**src/rtl/spi_rx_pkg.sv**
```systemverilog
// Package: shared constants and types for the SPI command frame receiver.
// Assumes: frame length is a multiple of the noise-guard group size.
package spi_rx_pkg;

    localparam int FRAME_BITS_DEF = 24;
    localparam int GROUP_BITS_DEF = 4;
    localparam int SYNC_DEPTH_DEF = 2;

    // Outcome chosen for a selection when it closes.
    typedef enum logic [2:0] {
        QUAL_IDLE    = 3'd0,
        QUAL_ACCEPT  = 3'd1,
        QUAL_REPLAY  = 3'd2,
        QUAL_DISCARD = 3'd3,
        QUAL_HOLD    = 3'd4
    } qual_act_e;

    // Field view of a command word, opcode in the top nibble.
    typedef struct packed {
        logic [3:0]  opcode;
        logic [3:0]  addr;
        logic [15:0] payload;
    } cmd_fields_t;

endpackage

```
**src/rtl/spi_sync_edge.sv**
```systemverilog
// Module: spi_sync_edge
// Brings select, serial clock and data in into the system clock domain
// through SYNC_DEPTH flops each (the same depth for all three, so they stay
// aligned) and derives edge strobes. A serial clock edge counts only when the
// receiver was already selected, so edges seen while deselected, or on the
// very cycle select falls, have no effect.
// Assumes: serial clock at most clk/4; SYNC_DEPTH >= 2.
module spi_sync_edge #(
    parameter int SYNC_DEPTH = spi_rx_pkg::SYNC_DEPTH_DEF
) (
    input  logic clk,
    input  logic rst_n,
    input  logic cs_n_in,
    input  logic sck_in,
    input  logic mosi_in,
    output logic cs_lvl,      // synchronised select, 1 = deselected
    output logic cs_fall,
    output logic cs_rise,
    output logic sck_rise_ok,
    output logic sck_fall_ok,
    output logic mosi_s
);

    logic [SYNC_DEPTH-1:0] cs_pipe;
    logic [SYNC_DEPTH-1:0] sck_pipe;
    logic [SYNC_DEPTH-1:0] mosi_pipe;
    logic                  cs_prev;
    logic                  sck_prev;

    // Synchroniser chains; select resets to deselected.
    always_ff @(posedge clk) begin
        if (!rst_n) begin
            cs_pipe   <= '1;
            sck_pipe  <= '0;
            mosi_pipe <= '0;
        end else begin
            cs_pipe[0]   <= cs_n_in;
            sck_pipe[0]  <= sck_in;
            mosi_pipe[0] <= mosi_in;
            for (int i = 1; i < SYNC_DEPTH; i++) begin
                cs_pipe[i]   <= cs_pipe[i-1];
                sck_pipe[i]  <= sck_pipe[i-1];
                mosi_pipe[i] <= mosi_pipe[i-1];
            end
        end
    end

    // Previous synchronised levels, used for edge detection.
    always_ff @(posedge clk) begin
        if (!rst_n) begin
            cs_prev  <= 1'b1;
            sck_prev <= 1'b0;
        end else begin
            cs_prev  <= cs_pipe[SYNC_DEPTH-1];
            sck_prev <= sck_pipe[SYNC_DEPTH-1];
        end
    end

    // Edge strobes, with clock edges qualified by the prior select level.
    always_comb begin
        cs_lvl      = cs_pipe[SYNC_DEPTH-1];
        mosi_s      = mosi_pipe[SYNC_DEPTH-1];
        cs_fall     = !cs_lvl && cs_prev;
        cs_rise     = cs_lvl && !cs_prev;
        sck_rise_ok = sck_pipe[SYNC_DEPTH-1] && !sck_prev && !cs_prev;
        sck_fall_ok = !sck_pipe[SYNC_DEPTH-1] && sck_prev && !cs_prev;
    end

endmodule

```
**src/rtl/spi_shift_core.sv**
```systemverilog
// Module: spi_shift_core
// Holds the frame shift register, the bit counter (kept modulo FRAME_BITS)
// and the daisy-chain output register. The output register copies the
// oldest shift-register bit on each falling clock edge and when select
// falls, so that bit waits a full frame before it leaves.
// Assumes: discard never coincides with a sample (select is high then).
module spi_shift_core #(
    parameter int FRAME_BITS = spi_rx_pkg::FRAME_BITS_DEF,
    localparam int CNT_W     = $clog2(FRAME_BITS)
) (
    input  logic                  clk,
    input  logic                  rst_n,
    input  logic                  sample,
    input  logic                  shift_out,
    input  logic                  cs_fall,
    input  logic                  mosi_s,
    input  logic                  discard,
    output logic [FRAME_BITS-1:0] shreg,
    output logic [CNT_W-1:0]      bit_cnt,
    output logic                  dout
);

    localparam logic [CNT_W-1:0] CNT_LAST = CNT_W'(FRAME_BITS - 1);

    // Shift register: new bits enter at bit 0; a discard clears it.
    always_ff @(posedge clk) begin
        if (!rst_n || discard) begin
            shreg <= '0;
        end else if (sample) begin
            shreg <= {shreg[FRAME_BITS-2:0], mosi_s};
        end
    end

    // Bit counter modulo the frame length.
    always_ff @(posedge clk) begin
        if (!rst_n || discard) begin
            bit_cnt <= '0;
        end else if (sample) begin
            bit_cnt <= (bit_cnt == CNT_LAST) ? '0 : bit_cnt + 1'b1;
        end
    end

    // Daisy-chain output register, loaded from the oldest bit.
    always_ff @(posedge clk) begin
        if (!rst_n) begin
            dout <= 1'b0;
        end else if (cs_fall || shift_out) begin
            dout <= shreg[FRAME_BITS-1];
        end
    end

    assert_discard_clears_R4: assert property (@(posedge clk) disable iff (!rst_n)
        discard |=> (bit_cnt == '0 && shreg == '0));

    assert_shift_in_R9: assert property (@(posedge clk) disable iff (!rst_n)
        (sample && !discard) |=> (shreg[0] == $past(mosi_s)));

    assert_dout_moves_on_edge_R9: assert property (@(posedge clk) disable iff (!rst_n)
        !$stable(dout) |-> $past(cs_fall || shift_out));

endmodule

```
**src/rtl/spi_frame_qual.sv**
```systemverilog
// Module: spi_frame_qual
// Decides what a selection meant once select has been released. The
// decision waits one cycle after the select rise, so a clock edge detected in
// the same cycle as that rise has already reached the counter. The module
// keeps the last executed word so it can replay it.
// Assumes: FRAME_BITS is a multiple of GROUP_BITS.
module spi_frame_qual
    import spi_rx_pkg::*;
#(
    parameter int FRAME_BITS = spi_rx_pkg::FRAME_BITS_DEF,
    parameter int GROUP_BITS = spi_rx_pkg::GROUP_BITS_DEF,
    localparam int CNT_W     = $clog2(FRAME_BITS)
) (
    input  logic                  clk,
    input  logic                  rst_n,
    input  logic                  cs_fall,
    input  logic                  cs_rise,
    input  logic                  sample,
    input  logic [CNT_W-1:0]      bit_cnt,
    input  logic [FRAME_BITS-1:0] shreg,
    output logic                  discard,
    output logic                  cmd_valid,
    output logic [FRAME_BITS-1:0] cmd_word
);

    logic                  rise_d;
    logic                  clk_seen;
    logic                  prev_valid;
    logic [FRAME_BITS-1:0] last_word;
    qual_act_e             act;

    // Delay the select rise by one cycle so the final edge has settled.
    always_ff @(posedge clk) begin
        if (!rst_n) rise_d <= 1'b0;
        else        rise_d <= cs_rise;
    end

    // Record whether this selection carried any clock edge.
    always_ff @(posedge clk) begin
        if (!rst_n || cs_fall) clk_seen <= 1'b0;
        else if (sample)       clk_seen <= 1'b1;
    end

    // Choose the outcome for the selection that has just closed.
    always_comb begin
        act = QUAL_IDLE;
        if (rise_d) begin
            if (!clk_seen)
                act = prev_valid ? QUAL_REPLAY : QUAL_IDLE;
            else if (bit_cnt == '0)
                act = QUAL_ACCEPT;
            else if ((bit_cnt % CNT_W'(GROUP_BITS)) != '0)
                act = QUAL_DISCARD;
            else
                act = QUAL_HOLD;
        end
        discard = (act == QUAL_DISCARD);
    end

    // Remember the last executed word and that one exists.
    always_ff @(posedge clk) begin
        if (!rst_n) begin
            prev_valid <= 1'b0;
            last_word  <= '0;
        end else if (act == QUAL_ACCEPT) begin
            prev_valid <= 1'b1;
            last_word  <= shreg;
        end
    end

    // Strobe and word towards the executor.
    always_ff @(posedge clk) begin
        if (!rst_n) begin
            cmd_valid <= 1'b0;
            cmd_word  <= '0;
        end else begin
            cmd_valid <= (act == QUAL_ACCEPT) || (act == QUAL_REPLAY);
            if (act == QUAL_ACCEPT)      cmd_word <= shreg;
            else if (act == QUAL_REPLAY) cmd_word <= last_word;
        end
    end

    assert_single_strobe_R10: assert property (@(posedge clk) disable iff (!rst_n)
        cmd_valid |=> !cmd_valid);

    assert_strobe_implies_history_R6: assert property (@(posedge clk) disable iff (!rst_n)
        cmd_valid |-> prev_valid);

    assert_decide_after_rise_R11: assert property (@(posedge clk) disable iff (!rst_n)
        $rose(cmd_valid) |-> $past(rise_d));

endmodule

```
**src/rtl/spi_frame_rx.sv**
```systemverilog
// Module: spi_frame_rx (top)
// Joins the synchroniser, the shift core and the frame qualifier. The data
// output is driven only while the receiver is selected, and reads 0 when it
// is released.
// Assumes: serial clock at most clk/4, SPI mode 0 or mode 3.
module spi_frame_rx #(
    parameter int FRAME_BITS = spi_rx_pkg::FRAME_BITS_DEF,
    parameter int GROUP_BITS = spi_rx_pkg::GROUP_BITS_DEF,
    parameter int SYNC_DEPTH = spi_rx_pkg::SYNC_DEPTH_DEF
) (
    input  logic                  clk,
    input  logic                  rst_n,
    input  logic                  spi_cs_n,
    input  logic                  spi_sck,
    input  logic                  spi_mosi,
    output logic                  spi_miso,
    output logic                  spi_miso_oe,
    output logic                  cmd_valid,
    output logic [FRAME_BITS-1:0] cmd_word
);

    localparam int CNT_W = $clog2(FRAME_BITS);

    logic                  cs_lvl;
    logic                  cs_fall;
    logic                  cs_rise;
    logic                  sck_rise_ok;
    logic                  sck_fall_ok;
    logic                  mosi_s;
    logic                  discard;
    logic                  dout;
    logic [FRAME_BITS-1:0] shreg;
    logic [CNT_W-1:0]      bit_cnt;

    spi_sync_edge #(.SYNC_DEPTH(SYNC_DEPTH)) u_sync (
        .clk         (clk),
        .rst_n       (rst_n),
        .cs_n_in     (spi_cs_n),
        .sck_in      (spi_sck),
        .mosi_in     (spi_mosi),
        .cs_lvl      (cs_lvl),
        .cs_fall     (cs_fall),
        .cs_rise     (cs_rise),
        .sck_rise_ok (sck_rise_ok),
        .sck_fall_ok (sck_fall_ok),
        .mosi_s      (mosi_s)
    );

    spi_shift_core #(.FRAME_BITS(FRAME_BITS)) u_core (
        .clk       (clk),
        .rst_n     (rst_n),
        .sample    (sck_rise_ok),
        .shift_out (sck_fall_ok),
        .cs_fall   (cs_fall),
        .mosi_s    (mosi_s),
        .discard   (discard),
        .shreg     (shreg),
        .bit_cnt   (bit_cnt),
        .dout      (dout)
    );

    spi_frame_qual #(.FRAME_BITS(FRAME_BITS), .GROUP_BITS(GROUP_BITS)) u_qual (
        .clk       (clk),
        .rst_n     (rst_n),
        .cs_fall   (cs_fall),
        .cs_rise   (cs_rise),
        .sample    (sck_rise_ok),
        .bit_cnt   (bit_cnt),
        .shreg     (shreg),
        .discard   (discard),
        .cmd_valid (cmd_valid),
        .cmd_word  (cmd_word)
    );

    // Drive the data output only while selected.
    always_comb begin
        spi_miso_oe = !cs_lvl;
        spi_miso    = spi_miso_oe && dout;
    end

    assert_released_output_low_R8: assert property (@(posedge clk) disable iff (!rst_n)
        $fell(spi_miso_oe) |=> (spi_miso == 1'b0));

endmodule

```
**config.mk**
```make
export PLATFORM = sky130hd
export DESIGN_NAME = spi_frame_rx
export DESIGN_NICKNAME = d
export VERILOG_FILES = /design/src/rtl/spi_rx_pkg.sv /design/src/rtl/spi_sync_edge.sv /design/src/rtl/spi_shift_core.sv /design/src/rtl/spi_frame_qual.sv /design/src/rtl/spi_frame_rx.sv
export SDC_FILE = /design/constraint.sdc
export NUM_CORES = 1
export LEC_CHECK = 0
export BUFFER_PORTS_ARGS = -buffer_cell sky130_fd_sc_hd__clkbuf_2
export CAP_MARGIN = 20
export CORE_MARGIN = 8
export CORE_UTILIZATION = 52
export CTS_CLUSTER_SIZE = 8
export DETAILED_ROUTE_END_ITERATION = 10
export PLACE_DENSITY_LB_ADDON = 0.08
export REMOVE_ABC_BUFFERS = 1
export SLEW_MARGIN = 5
export SYNTH_ARGS = -nofsm -noshare
export SYNTH_HDL_FRONTEND = slang
export SYNTH_SLANG_ARGS = --single-unit
```
**constraint.sdc**
```tcl
create_clock -name clk -period 1.47 [get_ports clk]
set_input_delay 0.147 -clock clk [delete_from_list [all_inputs] [get_ports clk]]
set_output_delay 0.147 -clock clk [all_outputs]
set_load 0.02 [all_outputs]
```
==> metrics.md <==
| Metric | Value |
|---|---|
| Final WL | `8280 µm` |
| Share of layout cells above drive strength 1 | `23.6%` |
| Buffers on Ports | `31` |
| First-pass iteration count of the detailed router | `4` |
| Hold depth | `2` |
| Worst R2R Setup Slack | `-160 ps` |
| Initial antenna violation count | `0` |
| Y dimension of the die | `98.3 µm` |
| Via count | `3097` |
| Worst-case clock buffer depth | `2` |
| Max Cap Viol | `0` |
| Max Freq | `0.612 GHz` |
| Hold WS | `74.0 ps` |
| Max Slew Vio Count | `0` |
| CP Launch Type | `register` |
| Drt initial violations | `220` |
| CP Class | `register to register` |
| Final hold vios | `0` |
| Largest net degree at the start of global routing | `54` |
| Reg-to-Reg Start | `u_core.bit_cnt[0]` |
| Chip width | `98.3 µm` |
| Num CTS Buffers | `9` |
| Max incr delay on CP | `540 ps` |
| Static Leak | `1.46 nW` |
| Status | `finished, violations left` |
| R2R depth | `6` |
| Io pins | `32` |
| Dpl ws | `-151 ps` |
| First-pass GRT wire length | `13700 µm` |
| Final worst slack | `-165 ps` |
| Pwr/cell area | `961 nW/µm²` |
| Area growth from synthesis to layout | `21.3%` |
| VDD IR-drop max | `0.557 mV` |
| Syn_area_per_cell | `8.32 µm²` |
| Worst flop-to-flop path endpoint | `u_qual.last_word[22]` |
| Post-Layout Cell Count | `546` |
| Final Util | `63.9%` |
| Post-DP HPWL | `4890 µm` |
| Worst-path cell chain | `inv_2 -> ha_4 -> or4b_4 -> buf_16 -> o21ai_0 -> a21oi_1` |
| Worst-Margin Slew | `300 ps` |
| TNS Setup | `-5270 ps` |
| Ant. Diodes | `0` |
| Synth unique cells | `33` |
| Synth area leader | `dfxtp_1` |
| Crit Path Max Fanout | `24` |
| FF+latch count, synth | `90` |
| # rows | `30` |
| GP Congestion | `0.742` |
| Via count of the first global-routing pass | `3024` |
| HP Class | `primary input to register` |
| Setup Viol. Count Final | `48` |
| Hold path start | `rst_n` |
| Yosys warning total | `0` |
| Post-Synthesis Cell Area | `3520 µm²` |
| Worst Skew | `9.87 ps` |
| # placed instances | `524` |
| Crit end category | `register` |
| Synth top area cells | `dfxtp_1, nand2_1, a21oi_1` |
| Vias/cell | `5.67` |
| Clock Latency Late Sink | `370 ps` |
| CTS HTree Levels | `3` |
| CTS clk-pin slew, worst paths | `90 ps` |
| Slew headroom | `79.9%` |
| DRT antenna net count | `0` |
| Failing checks | `negative setup slack` |
| RSZ-0062 raised after global routing | `true` |
| Top cell type's share of synthesized area | `51.2%` |
| Hold Path Sink | `u_sync.cs_pipe[1]` |
| Synthesized instance count | `423` |
| Die area | `9660 µm²` |
| Worst path slowest cell | `or4b_4` |
| CTS sink count | `90` |
| Final min period | `1630 ps` |
| # fillers | `571` |
| DR DRC count | `0` |
| Starting Density | `52.7%` |
| Core area | `6680 µm²` |
| CTS tree | `yes` |
| Grt ovf | `0` |
| Fin nets | `468` |
| Root buf cell | `clkbuf_8` |
| Sequential area share after synthesis | `51.2%` |
| CP arrival | `1890 ps` |
| Fin crit share | `111%` |
| Total Routing Usage GR | `17.3%` |
| WP data required | `1720 ps` |
| WL/cell | `15.2 µm` |
## power by group
part           switching [mW]  internal, mW  leakage (nW)
clock network           0.895         0.664        0.0964
registers             0.00382          2.45         0.727
logic                  0.0612        0.0357         0.641
## worst max-delay path by stage
stage,end,slack (ps),cells after the start,from
floorplan,u_core.bit_cnt[0],-1450,3,u_qual.clk_seen
global placement,u_qual.cmd_word[19],-80,6,u_core.bit_cnt[0]
detailed placement,u_qual.last_word[7],-150,6,u_core.bit_cnt[0]
CTS,u_qual.cmd_word[7],-120,6,u_core.bit_cnt[0]
global route,u_qual.last_word[18],-210,6,u_core.bit_cnt[0]
finish,u_qual.last_word[22],-160,6,u_core.bit_cnt[0]
## cell usage in the layout (no fill, tap or decap), types with 3 or more instances in the layout
master,Yosys,final
clkinv_2,0,3
a311oi_1,24,23
a21oi_1,56,55
nor3_1,26,13
buf_4,0,20
nor2b_1,3,3
clkbuf_8,0,10
nor3_2,0,10
clkbuf_2,0,31
o21ai_2,0,5
nor3_4,0,3
o21ai_0,24,10
dfxtp_1,90,88
buf_6,6,3
nand2_1,101,101
buf_12,0,5
and2_1,6,6
o21ai_1,4,13
inv_1,5,4
dlygate4sd3_1,0,3
nand3_1,26,25
## timing repair
item	CTS	global route
buffers inserted	0	0
gates resized for setup	10	38
hold endpoints to repair	3	0
hold buffers	3	0
setup endpoints to repair	49	52
pin swaps	0	2
gates cloned	0	3
## area by class of cell
cell class              instances  area [µm²]  share of cell area (%)
repair buffers                 64         522                    12.2
well taps                      80         100                    2.34
flip-flops and latches         90        1800                    42.3
clock inverters                 6        41.3                   0.967
inverters                       6        22.5                   0.527
clock buffers                  10         138                    3.22
multi-input cells             290        1640                    38.5
## flip-flops by register name, summed over array words and instances, names as in the netlist, 2 cells and up
register / count
u_sync.mosi_pipe: 2
u_core.shreg: 24
u_qual.cmd_word: 24
u_core.bit_cnt: 5
u_sync.sck_pipe: 2
u_sync.cs_pipe: 2
u_qual.last_word: 24
## worst max-delay path: cells and delay by family, from the launching register on
kind,cells,cell delay [ps]
AND/OR/NAND/NOR,1,540
flip-flops,1,330
buffers and inverters,2,270
AO/OA/AOI/OAI,2,240
adder cells (fa/ha/maj),1,130
## logic make-up (layout without fill, tap and decap cells)
family                   Yosys count  in the layout  synth area share, %
adder cells (fa/ha/maj)            2              2                0.711
AND/OR/NAND/NOR                  178            178                 23.7
buffers and inverters             43             86                 6.01
flip-flops                        90             90                 51.2
AO/OA/AOI/OAI                    110            110                 18.3
## stage by stage
step | power (mW) | cell area [µm²]
floorplan | 2.55 | 3330
global placement | 2.59 | 3850
finish | 4.11 | 4270
CTS | 4.13 | 4090
detailed placement | 2.59 | 3850
global route | 4.26 | 4270
## cells in the mapped netlist
| library cell | instances |
|---|---|
| or3b_1 | 1 |
| or4b_4 | 1 |
| o21ai_1 | 4 |
| buf_1 | 1 |
| nand2_2 | 1 |
| and3b_1 | 1 |
| nor4b_4 | 1 |
| buf_6 | 6 |
| buf_2 | 4 |
| nand3_1 | 26 |
| or3b_2 | 1 |
| nand3b_1 | 1 |
| a21oi_1 | 56 |
| or4b_1 | 1 |
| nor3b_2 | 1 |
| inv_2 | 1 |
| or3_1 | 1 |
| o21ai_0 | 24 |
| nor3_1 | 26 |
| nand2b_1 | 2 |
| a311oi_1 | 24 |
| o31ai_1 | 1 |
| inv_1 | 5 |
| nor2b_1 | 3 |
| clkbuf_1 | 26 |
| nor3b_1 | 1 |
| nand2_1 | 101 |
| dfxtp_1 | 90 |
| nor2_1 | 2 |
| nand4_1 | 1 |
| and2_1 | 6 |
| o211ai_1 | 1 |
| ha_1 | 2 |
## routing by layer
metal | part of all wire (%) | wire length [µm] | global-route usage [%]
met5 | 0 | 0 | 0
met4 | 1.2 | 99 | 7.79
met3 | 5.4 | 444 | 5.33
met2 | 48 | 3960 | 28.5
met1 | 46 | 3780 | 20.3
(Power assumes the default switching activity.)
